==> src/rtl/six_step_gate_seq_pkg.sv <==
package six_step_gate_seq_pkg;

    localparam int NUM_CH    = 6;
    localparam int NUM_STEPS = 6;
    localparam int STEP_W    = 3;

    typedef enum logic [STEP_W-1:0] {
        ST_0 = 3'd0,
        ST_1 = 3'd1,
        ST_2 = 3'd2,
        ST_3 = 3'd3,
        ST_4 = 3'd4,
        ST_5 = 3'd5
    } step_state_e;

    // Drive pattern for a step, bit 5 down to bit 0.
    function automatic logic [NUM_CH-1:0] drive_pattern(input step_state_e st);
        logic [NUM_CH-1:0] pat;
        unique case (st)
            ST_0:    pat = 6'b101010;
            ST_1:    pat = 6'b001110;
            ST_2:    pat = 6'b011100;
            ST_3:    pat = 6'b010101;
            ST_4:    pat = 6'b110001;
            ST_5:    pat = 6'b100011;
            default: pat = '0;
        endcase
        return pat;
    endfunction

endpackage

==> src/rtl/gs_prescaler.sv <==
module gs_prescaler #(
    parameter int DIV_W = 16
) (
    input  logic             clk_i,
    input  logic             rst_i,
    input  logic             en_i,
    input  logic [DIV_W-1:0] div_i,
    output logic             tick_o
);

    localparam logic [DIV_W-1:0] ONE = DIV_W'(1);

    logic [DIV_W-1:0] count_q;
    logic [DIV_W-1:0] limit_q;
    logic [DIV_W-1:0] last_count;

    // A limit of 0 or 1 makes the last count 0, so a tick comes on every clock.
    always_comb begin
        last_count = (limit_q > ONE) ? (limit_q - ONE) : '0;
    end

    assign tick_o = en_i && (count_q >= last_count);

    always_ff @(posedge clk_i) begin
        if (rst_i) begin
            count_q <= '0;
            limit_q <= div_i;
        end else if (tick_o) begin
            count_q <= '0;
            limit_q <= div_i;   // new value is taken only at the end of a period
        end else if (en_i) begin
            count_q <= count_q + ONE;
        end
    end

endmodule

==> src/rtl/gs_step_fsm.sv <==
module gs_step_fsm
    import six_step_gate_seq_pkg::*;
(
    input  logic        clk_i,
    input  logic        rst_i,
    input  logic        tick_i,
    output step_state_e state_o,
    output step_state_e state_next_o
);

    step_state_e state_q;
    step_state_e state_d;

    // Next-state logic: ADVANCE, WRAP, HOLD, RECOVER.
    always_comb begin
        state_d = state_q;
        unique case (state_q)
            ST_0:    if (tick_i) state_d = ST_1;
            ST_1:    if (tick_i) state_d = ST_2;
            ST_2:    if (tick_i) state_d = ST_3;
            ST_3:    if (tick_i) state_d = ST_4;
            ST_4:    if (tick_i) state_d = ST_5;
            ST_5:    if (tick_i) state_d = ST_0;
            default: state_d = ST_0;
        endcase
    end

    // State register.
    always_ff @(posedge clk_i) begin
        if (rst_i) begin
            state_q <= ST_0;
        end else begin
            state_q <= state_d;
        end
    end

    // Outputs.
    always_comb begin
        state_o      = state_q;
        state_next_o = rst_i ? ST_0 : state_d;
    end

endmodule

==> src/rtl/gs_drive_reg.sv <==
module gs_drive_reg
    import six_step_gate_seq_pkg::*;
(
    input  logic              clk_i,
    input  logic              rst_i,
    input  step_state_e       state_next_i,
    output logic [NUM_CH-1:0] gate_o
);

    logic [NUM_CH-1:0] pattern_d;

    always_comb begin
        pattern_d = drive_pattern(state_next_i);
    end

    for (genvar ch = 0; ch < NUM_CH; ch++) begin : g_chan
        always_ff @(posedge clk_i) begin
            if (rst_i) begin
                gate_o[ch] <= 1'b0;
            end else begin
                gate_o[ch] <= pattern_d[ch];
            end
        end
    end

endmodule

==> src/rtl/six_step_gate_seq.sv <==
module six_step_gate_seq
    import six_step_gate_seq_pkg::*;
#(
    parameter int DIV_W = 16
) (
    input  logic             clk_i,
    input  logic             rst_i,
    input  logic             en_i,
    input  logic [DIV_W-1:0] div_i,
    output logic [5:0]       gate_o,
    output logic [2:0]       step_o
);

    logic        step_tick;
    step_state_e state_cur;
    step_state_e state_nxt;

    gs_prescaler #(
        .DIV_W (DIV_W)
    ) i_prescaler (
        .clk_i  (clk_i),
        .rst_i  (rst_i),
        .en_i   (en_i),
        .div_i  (div_i),
        .tick_o (step_tick)
    );

    gs_step_fsm i_step_fsm (
        .clk_i        (clk_i),
        .rst_i        (rst_i),
        .tick_i       (step_tick),
        .state_o      (state_cur),
        .state_next_o (state_nxt)
    );

    gs_drive_reg i_drive_reg (
        .clk_i        (clk_i),
        .rst_i        (rst_i),
        .state_next_i (state_nxt),
        .gate_o       (gate_o)
    );

    assign step_o = state_cur;

endmodule

==> config.mk <==
export PLATFORM = sky130hd
export DESIGN_NAME = six_step_gate_seq
export DESIGN_NICKNAME = d
export VERILOG_FILES = /design/src/rtl/six_step_gate_seq_pkg.sv /design/src/rtl/gs_prescaler.sv /design/src/rtl/gs_step_fsm.sv /design/src/rtl/gs_drive_reg.sv /design/src/rtl/six_step_gate_seq.sv
export SDC_FILE = /design/constraint.sdc
export NUM_CORES = 1
export LEC_CHECK = 0
export BUFFER_PORTS_ARGS = -buffer_cell sky130_fd_sc_hd__buf_2
export CORE_UTILIZATION = 50
export CTS_BUF_LIST = sky130_fd_sc_hd__clkbuf_8
export DETAILED_ROUTE_END_ITERATION = 16
export PLACE_DENSITY = 0.79
export SLEW_MARGIN = 20
export SYNTH_ARGS = -nofsm -noshare
export SYNTH_HDL_FRONTEND = slang
export SYNTH_SLANG_ARGS = --single-unit
==> constraint.sdc <==
create_clock -name clk_i -period 5.1 [get_ports clk_i]
set_input_delay 0.255 -clock clk_i [delete_from_list [all_inputs] [get_ports clk_i]]
set_output_delay 0.255 -clock clk_i [all_outputs]
set_load 0.1 [all_outputs]
# After elaboration in Yosys (flattened, before gate mapping)
# Cells that the tools add are included.
# totals
reg_bits,41
latch_bits,0
mem_bits_rw,0
rom_bits,0
elab_cells,40
n_memories,0
# op_classes
n_addsub,2
n_mul,0
div_mod_pow,0
n_lt_le_gt_ge,2
eq_ne,10
n_shift,0
mux,12
bitwise,0
reduce_logical,5
# op_table
op,n
16-bit 2-to-1 mux,3
6-bit case mux with 6 select lines,1
3-bit 2-to-1 mux,7
3-bit case mux with 6 select lines,1
"16-bit by 1-bit adder with 16-bit output, second input constant",1
16-bit greater-or-equal comparator,1
"16-bit by 1-bit greater-than comparator with 1-bit output, second input constant",1
"16-bit by 1-bit subtractor with 16-bit output, second input constant",1
"3-bit by 2-bit == test with 1-bit output, second input constant",4
"3-bit == test, second input constant",4
"3-bit by 1-bit == test with 1-bit output, second input constant",2
3-bit zero test,2
2-bit nonzero test,1
2-bit OR reduction,1
1-bit logical AND,1

# Logic depth before layout (Yosys ltp)
# Gate-level depths: netlist of run 1.
# logic_depth
word_depth,9
ltp_mapped,14
ltp_nobuf,13

# By module
# A second synthesis of run 1 with hierarchy kept.
# hier_totals
hier_cells,228
area_unflattened_um2,2289.7
# modules_own_cells
module,instances,cells_per_inst,area_per_inst_um2
gs_prescaler,1,198,1963.1
gs_drive_reg,1,19,198.9
gs_step_fsm,1,11,127.6

# Worst setup path before layout of run 1
# No wires, ideal clock.
# synth_timing
kind,register to register
startpoint,register i_prescaler.limit_q[0]
endpoint,register i_prescaler.limit_q[0] (enable)
setup_ns,0.373
arrival_ns,3.534
required_ns,4.727
path_slack_ns,1.193
stages_incl_launch_ff,14
period_less_slack_ns,3.907
cell_sequence,edfxtp_1 > inv_1 > ha_1 > or3b_1 > or4_4 > nor4_4 > xor2_1 > nand2_1 > ha_1 > nand4_4 > nor4_4 > nand3_2 > a31oi_4 > or2_1
# synth_between
elab_chain_cells,5
word_cells_on_any_way,6
# synth_lines
item,line_no,text
from (decl),gs_prescaler.sv:14,logic [DIV_W-1:0] limit_q;
from (signal assigned),gs_prescaler.sv:27,limit_q <= div_i;
from (signal assigned),gs_prescaler.sv:30,limit_q <= div_i;
16-bit by 1-bit subtractor with 16-bit output or 16-bit by 1-bit greater-than comparator with 1-bit output (tied branches),gs_prescaler.sv:19,last_count = (limit_q > ONE) ? (limit_q - ONE) : '0;
16-bit 2-to-1 mux *,gs_prescaler.sv:19,
16-bit greater-or-equal comparator *,gs_prescaler.sv:22,assign tick_o = en_i && (count_q >= last_count);
1-bit logical AND *,gs_prescaler.sv:22,
2-bit nonzero test (no line) *,n/a,
# Every way passes the cells marked *; elsewhere a longest branch is shown, timed or not.
# A chain may end at the register's enable or synchronous reset.

# Worst setup path in the final report of run 1
# layout_timing
startpoint,register i_prescaler.limit_q[0]
endpoint,register i_prescaler.limit_q[5] (enable)
# The elaborated chain is that of the path after synthesis.

==> results.md, run 1 <==
* Outcome: complete, no violations
* Slowest CP cell: or2_1
* Critical Path AT at 4170 ps
* RSZ-0062 raised after global routing: false
* Area leader, netlist: dfxtp_1
* Most frequent cells after synthesis: nand2_1 (26), dfxtp_1 (25), nor3_1 (21), ha_1 (19)
* Register area share after synthesis at 0.3944
* Max Clock Freq at 235.6 MHz
* Via count at 1938
* Placeable Area at 4755 um^2
* Vias per cell at 5.475
* I/O pin count at 28
* Final WS setup at 855.9 ps
* Clock tree buffer depth at 2
* Crit end category: flip-flop
* Startpoint Class: flip-flop
* Cell with the most instances after synthesis: nand2_1
* Top cell type's share of synthesized area at 0.2012
* Site Rows at 25
* Post-synth cell types at 49
* Final nets at 324
* Total track usage at 0.1937
* Fraction of layout cells with a size suffix above 1 at 0.1672
* First-pass detailed-route iteration total at 4
* Crit path largest cell delay at 510 ps
* Post-Route WL at 4632 um
* Final min period at 4244 ps
* Hold_buf cts at 0
* Rel. slew slack at 0.5853
* Syn_nets at 298
* Pwr dens at 246.6 nW/um^2
* Antenna cells at 0
* Post-route insts no fill at 354
* P_leak at 1.163 nW
* Root buffer cell: clkbuf_8
* Layout area overhead at 12.37%
* Hold Path Class: primary input to flip-flop
* Post_cts resized at 0
* Antenna viol nets, final at 0
* Die height at 72.53 um
* Final Hold Viols at 0
* Syn Area/Cell at 9.567 um^2
* Crit share post-route at 0.8322
* Kind of critical path: flip-flop to flip-flop
* Area contributors post-synth: dfxtp_1 (20%), edfxtp_1 (19%), ha_1 (9.6%)
* Overflow after GRT at 0
* Bufs and invs on worst path at 1
* Initial core utilization at 0.5232
* CP max FO at 16
* DR WL/cell at 13.08 um
* Cell family with most CP delay: simple AND/OR/NAND/NOR gates
* Hold_ws at 136.4 ps
* Largest net degree at the start of global routing at 28
* Final setup viols at 0
* Post-CTS Setup Inserts at 0
* Initial antenna violation count at 0
* Slew Viols, Final at 0
* Max_cap viols at 0
* Placer congestion estimate at 0.8261
* Vias in the first global route at 1728
* 1st-iter DRT viols at 117
* Die ar. at 5261 um^2
* Worst-path cell chain: inv_1, ha_1, or3b_1, or4_4, nor4_4, xor2_1, nand2_1, ha_1, nand4_4, nor4_4, nand3_2, a31oi_4, or2_1
* Clock-pin slew on the worst setup and hold paths at 70 ps
* Post-Syn Instances at 260
* Drt drc at 0
* Port buffer count at 27
* First-pass GRT wire length at 7748 um
* Clk sinks at 41
* FF+latch count, synth at 41
* Worst-margin pin slew at 615.5 ps
* Top FF cell, synth: dfxtp_1
* Place WS at 909.7 ps
* Synth Cell Area at 2487 um^2
* EDFF count, synth at 16
* CP required at 5020 ps
* CTS buffer count at 5
* Share of flip-flops with an asynchronous set or reset at 0
* CTS tree: yes
* Placed cells at 346
* Clock Skew at 11.39 ps
* Die Wd at 72.53 um
* Setup TNS at 0 ps
* Post-DP HPWL at 3469 um
* Max rail drop VDD at 0.1723 mV
* Htree depth at 2
* Clock Latency Late Sink at 290 ps
* Ys Warns at 0
[state kept, by name, indices dropped and copies added (netlist names)]
| signal | flops |
|---|---|
| i_prescaler.count_q | 16 |
| i_prescaler.limit_q | 16 |
| i_drive_reg.gate_o | 6 |
| i_step_fsm.state_o | 3 |
[cell usage in the layout (no fill, tap or decap), types with 7 or more instances in the layout]
cell / Yosys / final
a21oi_1: 12 / 12
inv_1: 6 / 7
xor2_1: 16 / 16
nand3_1: 11 / 11
nor3_1: 21 / 21
nand2_1: 26 / 26
xnor2_1: 10 / 10
nor2_1: 16 / 16
buf_2: 1 / 27
dfxtp_1: 25 / 25
edfxtp_1: 16 / 16
ha_1: 19 / 19
[metrics by stage]
stage	util	total power, mW	cell area, um^2
final	0.5879	0.6894	2795
after global routing	0.5879	0.7185	2795
after CTS	0.5879	0.6978	2795
after detailed placement	0.5634	0.4304	2679
after global placement	0.5634	0.4284	2679
after floorplan	-	0.4134	2487
[report_power, final]
part           internal (mW)  switching [mW]
Combinational         0.0240          0.0384
Clock                  0.158           0.108
Sequential             0.351         0.00982
[path summary, 6_finish.rpt]
check | slack [ps] | cells past startpoint | to | from
worst max register to register | 860 | 13 | i_prescaler.limit_q[5] | i_prescaler.limit_q[0]
worst max-delay path | 860 | 13 | i_prescaler.limit_q[5] | i_prescaler.limit_q[0]
worst min-delay path | 140 | 1 | i_prescaler.limit_q[6] | div_i[6]
worst min register to register | 560 | 2 | i_prescaler.count_q[0] | i_prescaler.count_q[0]
[logic make-up (layout without fill, tap and decap cells)]
group	count (synthesis)	in the layout	synth area share
AO/OA/AOI/OAI	36	36	0.1016
flip-flops	41	41	0.3944
buffers and inverters	15	42	0.02314
XOR/XNOR	26	26	0.09155
AND/OR/NAND/NOR	120	120	0.2812
multiplexers	3	3	0.01258
adder cells (fa/ha/maj)	19	19	0.09557
[layer usage]
layer  wire [um]  vias up  share of wire  global-route usage
met1        2157      863           0.47              0.2430
met2        2209       54           0.48              0.3136
met5           0        -              0                   0
li1            -     1008              -                   -
met3         155       13          0.033             0.05556
met4         110        0          0.024             0.07843
[cell type report]
cell class / instances / area (um^2)
timing repair buffer: 28 / 142.6
fill: 426 / 1959
inverter: 6 / 22.52
clock buffer: 6 / 82.58
sequential: 41 / 980.9
clock inverter: 2 / 33.78
tap: 67 / 83.83
multi-input combinational: 204 / 1449
No activity file was read; power rests on OpenSTA's default activity.
==> run 2: changes to the inputs <==
--- a/config.mk
+++ b/config.mk
@@ -9,7 +9,7 @@
 export CORE_UTILIZATION = 50
 export CTS_BUF_LIST = sky130_fd_sc_hd__clkbuf_8
 export DETAILED_ROUTE_END_ITERATION = 16
-export PLACE_DENSITY = 0.79
+export PLACE_DENSITY = 0.82
 export SLEW_MARGIN = 20
 export SYNTH_ARGS = -nofsm -noshare
 export SYNTH_HDL_FRONTEND = slang
==> constraint.sdc (replaced) <==
create_clock -name clk_i -period 3.45 [get_ports clk_i]
set_input_delay 0.1725 -clock clk_i [delete_from_list [all_inputs] [get_ports clk_i]]
set_output_delay 0.1725 -clock clk_i [all_outputs]
set_load 0.1 [all_outputs]
==> results.md, run 2 (synthesis gave the netlist of run 1 again) <==
* Outcome: complete, no violations
* Pwr dens at 339.8 nW/um^2 (+38%)
* First-pass detailed-route iteration total at 4 (unchanged)
* Layout area overhead at 21.93%
* Routing usage on met2 at 0.3634 (+0.04984)
* CTS tree: yes
* Commonest non-fill, non-tap cell in the layout: buf_2
* Drt drc at 0 (unchanged)
* Met3 global-route usage at 0.04583 (-0.009722)
* Die ar. at 5261 um^2 (unchanged)
* Kind of critical path: flip-flop to flip-flop
* Placed cells at 361 (+4.3%)
* 1st-iter DRT viols at 137 (+17%)
* Worst-margin pin slew at 545.0 ps (-70.48 ps)
* Clock Skew at 12.64 ps (+1.248 ps)
* Max rail drop VDD at 0.3827 mV (+120%)
* Port buffer count at 27 (unchanged)
* Root buffer cell: clkbuf_8
* Final nets at 344 (+6.2%)
* Initial antenna violation count at 0 (unchanged)
* Die Wd at 72.53 um (unchanged)
* Startpoint Class: flip-flop
* Via count at 2044 (+5.5%)
* Clock tree buffer depth at 2 (unchanged)
* Regs by FF count: i_prescaler.count_q (16), i_prescaler.limit_q (16), i_drive_reg.gate_o (6)
* Crit share post-route at 0.9992 (+0.1670)
* Design area at 3033 um^2 (+8.5%)
* Vias per cell at 5.465 (-0.17%)
* Final setup viols at 0 (unchanged)
* Final min period at 3447 ps (-796.9 ps)
* Placer congestion estimate at 0.8901 (+7.7%)
* CP required at 3630 ps (-1390 ps)
* Placeable Area at 4755 um^2 (unchanged)
* Vias in the first global route at 1899 (+9.9%)
* Clock-pin slew on the worst setup and hold paths at 80 ps (about the same)
* Clock Latency Late Sink at 300 ps (about the same)
* Gr busiest metal: met2
* Largest net degree at the start of global routing at 29 (+3.6%)
* Post-Route WL at 4862 um (+5.0%)
* Antenna viol nets, final at 0 (unchanged)
* Slew Viols, Final at 0 (unchanged)
* Cell Area, Placed at 2801 um^2 (+4.6%)
* GR Util met1 at 0.2333 (-0.009624)
* Htree depth at 2 (unchanged)
* P_leak at 1.270 nW (+9.3%)
* Overflow after GRT at 0 (unchanged)
* Post-DP HPWL at 3622 um (+4.4%)
* Final Hold Viols at 0 (unchanged)
* RSZ-0062 raised after global routing: true
* CP max FO at 4 (-12)
* Antenna cells at 0 (unchanged)
* CTS buffer count at 5 (unchanged)
* Initial core utilization at 0.5232 (unchanged)
* Site Rows at 25 (unchanged)
* Fraction of layout cells with a size suffix above 1 at 0.2638 (+0.09660)
* FILL cells at 408 (-4.2%)
* Max Clock Freq at 290.1 MHz (+23%)
* Rel. slew slack at 0.6359 (+0.05054)
* Die height at 72.53 um (unchanged)
* DR WL/cell at 13.00 um (-0.65%)
* Clk sinks at 41 (unchanged)
* Max_cap viols at 0 (unchanged)
* I/O pin count at 28 (unchanged)
* First-pass GRT wire length at 8231 um (+6.2%)
* Hold_ws at 52.43 ps (-83.96 ps)
* Hold Path Class: primary input to flip-flop
* Critical Path AT at 3620 ps (-550 ps)
* Most frequent cells in the layout: buf_2 (27), nand2_1 (26), dfxtp_1 (25)
* Post-route insts no fill at 374 (+5.6%)
* Total track usage at 0.2047 (+0.01101)
* Crit end category: flip-flop
==> run 2: layout make-up <==
type | count | area (um^2) | share of cell area
Clock buffer | 6 | 82.58 | 0.02723
Clock inverter | 2 | 33.78 | 0.01114
Inverter | 6 | 22.52 | 0.007426
Multi-Input combinational cell | 205 | 1531 | 0.5050
Sequential cell | 41 | 980.9 | 0.3234
Tap cell | 67 | 83.83 | 0.02764
Timing Repair Buffer | 47 | 297.8 | 0.09818
==> run 2: path summary, 6_finish.rpt <==
| kind | startpoint | endpoint | slack [ps] | cells past startpoint |
|---|---|---|---|---|
| min reg2reg | i_prescaler.count_q[0] | i_prescaler.count_q[0] | 570 | 2 |
| max reg2reg | i_prescaler.limit_q[0] | i_step_fsm.state_o[1] | 3 | 13 |
| min | div_i[6] | i_prescaler.limit_q[6] | 50 | 1 |
| max | i_prescaler.limit_q[0] | i_step_fsm.state_o[1] | 3 | 13 |
==> run 2: critical path: stages (launching register included) <==
cell      delay [ps]
edfxtp_1         400
inv_2             90
ha_4             130
or3b_4           380
or4_4            470
nor2_2           110
xor2_1           130
nand2_1           80
ha_1             290
nand4_1          160
nor4_4           290
and3_4           260
nor4_1            60
or4_1            500
==> run 2: report_power, final <==
part	internal, mW	switching (mW)	total [mW]
clock	0.233	0.158	0.391
combinational	0.0454	0.0624	0.108
sequential	0.519	0.0132	0.532
total	0.797	0.233	1.03
==> run 2: per-stage QoR <==
stage	power [mW]	TNS (ps)	util	setup slack, ps
after floorplan	0.6122	-1547	-	-96.71
after CTS	1.041	-18.11	0.6268	-7.961
after global routing	1.071	-4618	0.6379	-163.3
final	1.031	0	0.6379	2.869
after global placement	0.6406	0	0.5892	22.99
after detailed placement	0.6443	-804.7	0.5892	-47.95
==> run 2: metal layers <==
metal	wire, um	part of all wire
met1	2247	0.46
met2	2371	0.49
met3	161	0.033
met4	80	0.016
met5	0	0
==> run 2: what timing repair did <==
item | 4_1_cts | 5_1_grt
setup buffers | 3 | 1
pin swaps | 5 | 4
gates resized for setup | 6 | 10
endpoints found under the setup margin | 19 | 40
hold buffers | 0 | 0
cloned | 1 | 0
==> run 3: changes to the inputs <==
--- a/config.mk
+++ b/config.mk
@@ -6,6 +6,8 @@
 export NUM_CORES = 1
 export LEC_CHECK = 0
 export BUFFER_PORTS_ARGS = -buffer_cell sky130_fd_sc_hd__buf_2
+export CORE_ASPECT_RATIO = 1.2
+export CORE_MARGIN = 1
 export CORE_UTILIZATION = 50
 export CTS_BUF_LIST = sky130_fd_sc_hd__clkbuf_8
 export DETAILED_ROUTE_END_ITERATION = 16
==> results.md, run 3 (synthesis gave the netlist of run 1 again) <==
* Via count at 2136 (+4.5%)
* RSZ-0062 raised after global routing: true
* I/O pin count at 28 (unchanged)
* CTS buffer count at 5 (unchanged)
* CTS tree: yes
* Htree depth at 2 (unchanged)
* Setup slack, reg-to-reg at -80 ps (-80 ps)
* Site Rows at 27 (+8.0%)
* Final WS setup at -79.99 ps (-82.86 ps)
* Layout area overhead at 25.75%
* Outcome: finished with violations
* Worst Reg-to-Reg Cells at 14 (+1)
* Placeable Area at 4696 um^2 (-1.2%)
* Placer congestion estimate at 0.8596 (-3.4%)
* Max Clock Freq at 283.3 MHz (-2.3%)
* CP most frequent cell: ha_4
* Worst Hold End: i_prescaler.limit_q[2]
* Rel. slew slack at 0.6345 (-0.001435)
* Die height at 79.27 um (+9.3%)
* Initial antenna violation count at 0 (unchanged)
* Hold depth at 1 (unchanged)
* Die ar. at 5262 um^2 (about the same)
* Initial core utilization at 0.5297 (+0.006552)
* Slew Viols, Final at 0 (unchanged)
* First-pass detailed-route iteration total at 4 (unchanged)
* Clock Skew at 11.15 ps (-1.489 ps)
* Vias in the first global route at 1885 (-0.74%)
* Fraction of layout cells with a size suffix above 1 at 0.3032 (+0.03938)
* 1st-iter DRT viols at 165 (+20%)
* Hold path start: div_i[2]
* Clock-pin slew on the worst setup and hold paths at 80 ps (about the same)
* Crit path largest cell delay at 480 ps (-20 ps)
* Design area at 3128 um^2 (+3.1%)
* Root buffer cell: clkbuf_8
* Clk sinks at 41 (unchanged)
* Final Hold Viols at 0 (unchanged)
* Antenna viol nets, final at 0 (unchanged)
* P_leak at 1.295 nW (+1.9%)
* Final min period at 3530 ps (+82.86 ps)
* DR WL/cell at 14.66 um (+13%)
* FILL cells at 366 (-10%)
* Crit share post-route at 1.023 (+0.02402)
* Largest net degree at the start of global routing at 29 (unchanged)
* Clock tree buffer depth at 2 (unchanged)
* Worst-margin pin slew at 547.1 ps (+2.148 ps)
* Regs by FF count: i_prescaler.count_q (16), i_prescaler.limit_q (16), i_drive_reg.gate_o (6)
* Overflow after GRT at 0 (unchanged)
* Max rail drop VDD at 0.2857 mV (-25%)
* Critical Path AT at 3740 ps (+120 ps)
* Final setup viols at 18 (+18)
* RR Startpoint: i_prescaler.limit_q[1]
* Overall Power at 1.044 mW (+1.3%)
* Crit end category: flip-flop
* Port buffer count at 27 (unchanged)
* Area of the multi-input gates at 1622 um^2 (+5.9%)
* Commonest non-fill, non-tap cell in the layout: buf_2
* Worst-path cell chain: inv_2, ha_4, or3b_4, or4_4, nor4_4, xor2_1, nand2_1, ha_4, nand4_4, nor2_1, a2bb2oi_2, buf_4, a311o_1, and3b_1
* Most frequent cells in the layout: buf_2 (27), nand2_1 (26), dfxtp_1 (25)
* Drt drc at 0 (unchanged)
* Post-DP HPWL at 3603 um (-0.54%)
* Startpoint Class: flip-flop
* Clock Latency Late Sink at 310 ps (about the same)
* First-pass GRT wire length at 8321 um (+1.1%)
* Max_cap viols at 0 (unchanged)
* Post-Route WL at 5396 um (+11%)
* R2r endpoint: i_drive_reg.gate_o[4]
* Antenna cells at 0 (unchanged)
* Vias per cell at 5.804 (+6.2%)
* FF/Latch Area at 980.9 um^2 (unchanged)
* Die Wd at 66.39 um (-8.5%)
* Total track usage at 0.2095 (+0.004782)
* Hold Path Class: primary input to flip-flop
* Slowest CP cell: or4_4
* Failing checks: setup timing
* Pwr dens at 333.7 nW/um^2 (-1.8%)
* Kind of critical path: flip-flop to flip-flop
* CP max FO at 7 (+3)
* Cell Area, Placed at 2798 um^2 (-0.13%)
* CP required at 3660 ps (+30 ps)
* Final nets at 347 (+0.87%)
[run 3: area by class of cell]
class                   instances  area share
multi-input cells             205      0.5184
flip-flops and latches         41      0.3136
repair buffers                 50      0.1008
well taps                      58     0.02320
clock buffers                   5     0.02200
clock inverters                 3     0.01480
inverters                       6    0.007200
[run 3: worst max path at each step]
stage                                       from                 endpoint  slack [ps]  cells after the start
after floorplan           i_prescaler.limit_q[0]   i_prescaler.limit_q[0]        -100                     13
after global placement    i_prescaler.limit_q[1]    i_drive_reg.gate_o[2]          -3                     14
after global routing      i_prescaler.limit_q[1]    i_drive_reg.gate_o[4]        -220                     14
final                     i_prescaler.limit_q[1]    i_drive_reg.gate_o[4]         -80                     14
after CTS                 i_prescaler.limit_q[0]  i_prescaler.limit_q[11]         -20                     13
after detailed placement  i_prescaler.limit_q[1]    i_drive_reg.gate_o[2]         -70                     14
[run 3: worst max-delay path, delay by kind of cell, from the launching register on]
kind	cells	cell delay (ps)
simple gates	7	1690
compound gates	2	470
fa+ha+maj	2	410
flops	1	400
buf+inv	2	300
xor+xnor	1	170
[run 3: metrics by stage]
stage	hold slack, ps	utilization	setup WS [ps]	TNS [ps]	instances
finish	39.48	0.6661	-79.99	-467.9	368
global route	36.42	0.6661	-224.5	-5921	368
CTS	37.23	0.6366	-20.79	-198.6	364
detailed placement	350.6	0.5958	-73.19	-1227	353
global placement	348.4	0.5958	-3.119	-3.119	353
floorplan	271.4	-	-96.71	-1547	260
[run 3: timing repair]
item,in CTS,in global routing
resized for setup,9,19
setup endpoints to repair,21,40
setup buffers,2,4
hold buffers,0,0
pin swaps,6,5
cloned,1,0
[run 3: layer usage]
metal	up-vias	global-route usage	wire [um]
li1	1054	-	-
met4	0	0.1021	121
met2	69	0.3765	2869
met3	11	0.03161	209
met5	-	0	0
met1	1002	0.2356	2196
[run 3: report_power, final]
part           leakage (nW)  internal [mW]  switching [mW]  total [mW]
registers             0.359          0.519          0.0155       0.534
clock network        0.0543          0.216           0.179       0.396
logic                 0.881         0.0482          0.0656       0.114
total                  1.29          0.784           0.260        1.04
